## config.mk

```make
export PLATFORM = sky130hd
export DESIGN_NAME = irq_grp_ctrl
export DESIGN_NICKNAME = d
export VERILOG_FILES = /design/src/rtl/irq_grp_pkg.sv /design/src/rtl/irq_grp_cause.sv /design/src/rtl/irq_grp_cfg.sv /design/src/rtl/irq_grp_out.sv /design/src/rtl/irq_grp_ctrl.sv
export SDC_FILE = /design/constraint.sdc
export NUM_CORES = 1
export LEC_CHECK = 0
export BUFFER_PORTS_ARGS = -buffer_cell sky130_fd_sc_hd__buf_2
export CAP_MARGIN = 0
export CORE_MARGIN = 4
export CORE_UTILIZATION = 56
export DETAILED_ROUTE_END_ITERATION = 6
export PLACE_DENSITY = 0.83
export REMOVE_ABC_BUFFERS = 1
export SYNTH_ARGS = -nofsm -noshare
export SYNTH_HDL_FRONTEND = slang
export SYNTH_HIERARCHICAL = 1
export SYNTH_SLANG_ARGS = --single-unit
export TNS_END_PERCENT = 1
```

## constraint.sdc

```tcl
create_clock -name clk_i -period 2 [get_ports clk_i]
set_clock_uncertainty 0.15 [all_clocks]
set_input_delay 0.4 -clock clk_i [delete_from_list [all_inputs] [get_ports clk_i]]
set_output_delay 0.4 -clock clk_i [all_outputs]
set_load 0.01 [all_outputs]
```

## src/rtl/irq_grp_pkg.sv

```systemverilog
package irq_grp_pkg;
  localparam int DW = 32;

  localparam logic [7:0] OFF_CAUSE = 8'h00;
  localparam logic [7:0] OFF_MASK  = 8'h10;
  localparam logic [7:0] OFF_MCLR  = 8'h18;
  localparam logic [7:0] OFF_CTRL  = 8'h28;
  localparam logic [7:0] OFF_AMSK  = 8'h30;

  localparam int CTRL_AUTOCLR = 0;
  localparam int CTRL_EDGE    = 3;
  localparam int CTRL_MSI     = 5;
  localparam int CTRL_REV_LO  = 28;

  // bits software may store: autoclr, edge, msi, moder interval [23:16], resolution [27:24]
  localparam logic [DW-1:0] CTRL_WR_MASK = 32'h0FFF_0029;

  typedef struct packed {
    logic cause_wr;
    logic cause_rd;
    logic mask_wr;
    logic mclr_wr;
    logic ctrl_wr;
    logic amsk_wr;
  } reg_stb_t;
endpackage

```

## src/rtl/irq_grp_cause.sv

```systemverilog
module irq_grp_cause #(
  parameter int N_CAUSE = 32
) (
  input  logic               clk_i,
  input  logic               rst_ni,
  input  logic [N_CAUSE-1:0] irq_i,
  input  logic               edge_mode_i,
  input  logic [N_CAUSE-1:0] clr_i,
  output logic [N_CAUSE-1:0] cause_o
);
  logic [N_CAUSE-1:0] irq_q;
  logic [N_CAUSE-1:0] cause_q;

  always_ff @(posedge clk_i or negedge rst_ni) begin
    if (!rst_ni) irq_q <= '0;
    else         irq_q <= irq_i;
  end

  for (genvar i = 0; i < N_CAUSE; i++) begin : g_bit
    logic set_b;
    assign set_b = edge_mode_i ? (irq_i[i] & ~irq_q[i]) : irq_i[i];
    // set beats clear in the same cycle
    always_ff @(posedge clk_i or negedge rst_ni) begin
      if (!rst_ni)        cause_q[i] <= 1'b0;
      else if (set_b)     cause_q[i] <= 1'b1;
      else if (clr_i[i])  cause_q[i] <= 1'b0;
    end
  end

  assign cause_o = cause_q;
endmodule

```

## src/rtl/irq_grp_cfg.sv

```systemverilog
module irq_grp_cfg
  import irq_grp_pkg::*;
#(
  parameter int N_CAUSE = 32
) (
  input  logic               clk_i,
  input  logic               rst_ni,
  input  reg_stb_t           stb_i,
  input  logic [DW-1:0]      wdata_i,
  output logic [N_CAUSE-1:0] mask_o,
  output logic [N_CAUSE-1:0] abort_msk_o,
  output logic [DW-1:0]      ctrl_o
);
  logic [N_CAUSE-1:0] mask_q, amsk_q;
  logic [DW-1:0]      ctrl_q;

  always_ff @(posedge clk_i or negedge rst_ni) begin
    if (!rst_ni) begin
      mask_q <= '1;
      amsk_q <= '1;
      ctrl_q <= '0;
    end else begin
      if (stb_i.mask_wr)      mask_q <= wdata_i[N_CAUSE-1:0];
      else if (stb_i.mclr_wr) mask_q <= mask_q & wdata_i[N_CAUSE-1:0];
      if (stb_i.amsk_wr)      amsk_q <= wdata_i[N_CAUSE-1:0];
      if (stb_i.ctrl_wr)      ctrl_q <= wdata_i & CTRL_WR_MASK;
    end
  end

  assign mask_o      = mask_q;
  assign abort_msk_o = amsk_q;
  assign ctrl_o      = ctrl_q;
endmodule

```

## src/rtl/irq_grp_out.sv

```systemverilog
module irq_grp_out #(
  parameter int N_CAUSE = 32
) (
  input  logic               clk_i,
  input  logic               rst_ni,
  input  logic [N_CAUSE-1:0] cause_i,
  input  logic [N_CAUSE-1:0] mask_i,
  input  logic [N_CAUSE-1:0] abort_msk_i,
  input  logic               msi_en_i,
  output logic               summary_o,
  output logic               msi_o,
  output logic [N_CAUSE-1:0] abort_req_o
);
  logic summary_q;

  assign summary_o = |(cause_i & ~mask_i);

  always_ff @(posedge clk_i or negedge rst_ni) begin
    if (!rst_ni) summary_q <= 1'b0;
    else         summary_q <= summary_o;
  end

  assign msi_o       = msi_en_i & summary_o & ~summary_q;
  assign abort_req_o = cause_i & ~abort_msk_i;
endmodule

```

## src/rtl/irq_grp_ctrl.sv

```systemverilog
module irq_grp_ctrl
  import irq_grp_pkg::*;
#(
  parameter int         N_CAUSE = 32,
  parameter int         ADDR_W  = 6,
  parameter logic [1:0] REV     = 2'd2
) (
  input  logic               clk_i,
  input  logic               rst_ni,
  input  logic [N_CAUSE-1:0] irq_i,
  input  logic               reg_we_i,
  input  logic               reg_re_i,
  input  logic [ADDR_W-1:0]  reg_addr_i,
  input  logic [DW-1:0]      reg_wdata_i,
  output logic [DW-1:0]      reg_rdata_o,
  output logic               summary_o,
  output logic               msi_o,
  output logic [N_CAUSE-1:0] abort_req_o
);
  logic [7:0]         off;
  reg_stb_t           stb;
  logic [N_CAUSE-1:0] cause_q, mask_q, abort_msk_q, clr;
  logic [DW-1:0]      ctrl_q;
  logic               edge_mode, autoclr;

  assign off = 8'(reg_addr_i);

  always_comb begin
    stb          = '0;
    stb.cause_wr = reg_we_i && off == OFF_CAUSE;
    stb.cause_rd = reg_re_i && off == OFF_CAUSE;
    stb.mask_wr  = reg_we_i && off == OFF_MASK;
    stb.mclr_wr  = reg_we_i && off == OFF_MCLR;
    stb.ctrl_wr  = reg_we_i && off == OFF_CTRL;
    stb.amsk_wr  = reg_we_i && off == OFF_AMSK;
  end

  assign edge_mode = ctrl_q[CTRL_EDGE];
  assign autoclr   = ctrl_q[CTRL_AUTOCLR];

  // cause write clears zero bits; auto-clear read clears what was returned
  always_comb begin
    clr = '0;
    if (stb.cause_wr)                clr = ~reg_wdata_i[N_CAUSE-1:0];
    else if (stb.cause_rd && autoclr) clr = cause_q;
  end

  irq_grp_cause #(.N_CAUSE(N_CAUSE)) u_cause (
    .clk_i       (clk_i),
    .rst_ni      (rst_ni),
    .irq_i       (irq_i),
    .edge_mode_i (edge_mode),
    .clr_i       (clr),
    .cause_o     (cause_q)
  );

  irq_grp_cfg #(.N_CAUSE(N_CAUSE)) u_cfg (
    .clk_i       (clk_i),
    .rst_ni      (rst_ni),
    .stb_i       (stb),
    .wdata_i     (reg_wdata_i),
    .mask_o      (mask_q),
    .abort_msk_o (abort_msk_q),
    .ctrl_o      (ctrl_q)
  );

  irq_grp_out #(.N_CAUSE(N_CAUSE)) u_out (
    .clk_i       (clk_i),
    .rst_ni      (rst_ni),
    .cause_i     (cause_q),
    .mask_i      (mask_q),
    .abort_msk_i (abort_msk_q),
    .msi_en_i    (ctrl_q[CTRL_MSI]),
    .summary_o   (summary_o),
    .msi_o       (msi_o),
    .abort_req_o (abort_req_o)
  );

  always_comb begin
    unique case (off)
      OFF_CAUSE:          reg_rdata_o = DW'(cause_q);
      OFF_MASK, OFF_MCLR: reg_rdata_o = DW'(mask_q);
      OFF_CTRL:           reg_rdata_o = ctrl_q | (DW'(REV) << CTRL_REV_LO);
      OFF_AMSK:           reg_rdata_o = DW'(abort_msk_q);
      default:            reg_rdata_o = '0;
    endcase
  end
endmodule

```

==> flow_summary.toml <==
[global_route]
grt.total_usage_pct = 30.96
grt_use_met3_pct = 7.228
grt_max_degree = 47
grt_pass1_wl_um = 36140
gr-total-overflow = 0
antenna_found_initial = 2
top_usage_layer = "met2"
met1_usage_pct = 38.93
grt_pass1_vias = 6990
grt_use_met2_pct = 50.12

[floorplan]
ios = 140
fp.dieArea_um2 = 15160
fp.dieH_um = 123.1
coreArea_um2 = 12770
die_w_um = 123.1
num_rows = 41
start_util_pct = 58.12

[timing]
hold_viol = 0
grt_setup_unrepaired = "true"
slew_viol_final = 0
relSlewSlack_pct = 64.15
finalSetupViolations = 17
layout_min_cycle_time_ns = 2.427
layout_setup_ws_ns = -0.4272
worst_pin_slew_ns = 0.5378
min_period_over_period_pct = 121.4
max_freq_ghz = 0.4120
whs_ns = 0.09114

[critical_path]
path_cells = "nand2b_1 > o2111ai_2 > nor4_4 > nand2_2 > buf_6"
critical_path.slowest_cell = "dfstp_2"
crit_arrival_ns = 1.88
crit_family = "simple AND/OR/NAND/NOR gates"
critPathBufInv = 1
cp_max_fo = 2
endpoint_kind = "output port"
cp.required_ns = 1.45
slowest_delay_ns = 0.54
criticalPathCategory = "reg2out"
crit_path_start_kind = "register"

[drt]
drt-initial-drc-count = 667
wirelength_um = 22920
drc = 0
ant_nets = 0
via_count = 6463
viasPerCell = 6.191
drtPass1Iterations = 5
wire_per_inst_um = 21.95

[clocking]
cts_sinks = 144
cts_made_buffers = 17
clk_latency_ns = 0.43
cts_tree = "built"
cts_root_buffer = "clkbuf_16"
htreeDepth = 4
cts_buffer_depth = 2
clkTransAtPathRegs_ns = 0.06

[finish]
drive_gt1_share_pct = 45.01
nFillCells = 775
finalNetCount = 932
final_cells = 1044
synthToLayoutAreaGrowth_pct = 31.32
multi_input_comb_area_um2 = 3338
final-seq-area_um2 = 3684

[power]
power_density_nw_per_um2 = 863.6
clockPowerShare_pct = 39.6
vdd_drop_max_uv = 681.3
p_int_w = 0.006226
power_frac_seq_pct = 42.7
leakage_nw = 4.052
pwr-share-comb_pct = 17.7
p_sw_share_pct = 26.04
p_switching_w = 0.002193
power_w = 0.008419

[placed_design]
place.gp.congestion = 0.8891
portBuffers = 139
pre_cts_ws_ns = -0.08873
hpwl_um = 14790
dp_cells = 971

[synthesis]
avgSynthCellArea_um2 = 11.47
syn_inst = 647
yosys_warnings = 6
syn_area_um2 = 7423

[job]
max-cap-violations = 0

[status]
violations = "setup timing"
status = "complete, but fails checks"

[hold_path]
hp-class = "in2reg"
routing by layer:
metal / part of all wire [%] / vias up
met4: 3.4 / 2
met2: 49 / 403
li1: - / 2778
met5: 0.057 / -
met1: 39 / 3190
met3: 8.0 / 90
through the flow:
stage	utilization, %	area (um^2)	setup TNS, ns
4_1_cts	75.62	9659	-1.128
5_1_grt	76.32	9748	-2.460
2_1_floorplan	-	6969	-100.66
3_5_place_dp	66.63	8511	-3.014
6_report	76.32	9748	-1.342
3_3_place_gp	66.63	8511	-0.1106
area by class of cell:
cell class / count / area share, %
multi-input combinational: 408 / 34.24
clock buffer: 21 / 4.826
sequential: 144 / 37.79
timing repair buffer: 244 / 17.67
clock inverter: 11 / 1.579
inverter: 43 / 1.656
antenna: 1 / 0.02567
tap: 172 / 2.208
sequential cells by signal, indices dropped and copies added (netlist names):
signal	flops
u_cfg/mask_o	32
u_out/summary_q	1
u_cfg/abort_msk_o	32
u_cause/irq_q	32
u_cfg/ctrl_o	15
u_cause/cause_o	32
layout by cell type (no fill, tap or decap), types with 16 or more instances in the layout:
master / count
clkbuf_16: 17
a22o_1: 32
a21oi_1: 19
a32oi_1: 56
a2bb2oi_1: 32
mux2_4: 40
o22a_1: 32
dlygate4sd3_1: 33
nand2b_1: 17
nor2_1: 42
dfrtp_1: 80
buf_2: 137
nor2b_1: 25
nand2_1: 36
dfstp_2: 64
buf_4: 58
inv_1: 43
conb_1: 16
worst register-to-register path: stages (launching register included):
cell,delay (ns)
dfstp_2,0.54
nand2b_1,0.16
o2111ai_2,0.15
nor4_4,0.36
nand2_2,0.11
buf_4,0.14
path summary, 6_finish.rpt:
check                      cells past startpoint                  end              from  slack, ns
setup / recovery                               5            summary_o   u_cfg/mask_o[1]      -0.43
hold / removal                                 2     u_cfg/mask_o[31]   reg_wdata_i[31]       0.09
min in group asynchronous                      2  u_cause/cause_o[16]            rst_ni       0.32
hold reg to reg                                1     u_cfg/ctrl_o[23]  u_cfg/ctrl_o[23]       0.36
max in group asynchronous                      3     u_cfg/mask_o[12]            rst_ni       0.69
setup reg to reg                               5      u_out/summary_q   u_cfg/mask_o[1]       0.29
what timing repair did:
item / 4_1_cts / 5_1_grt
hold endpoints to repair: 55 / 0
endpoints found under the setup margin: 25 / 34
setup buffers: 4 / 3
pin swaps: 7 / 12
hold buffers: 33 / 0
gates resized for setup: 29 / 11
power by group through the flow:
stage	registers [W]	clock network [W]	logic (W)
after CTS	0.00358	0.00336	0.00142
after global routing	0.00362	0.00350	0.00159
after global placement	0.00359	0	0.00124
after detailed placement	0.00362	0	0.00128
after floorplan	0.00357	0	0.000686
final	0.00359	0.00334	0.00149
Note: power is estimated with default switching activity, not from simulation.
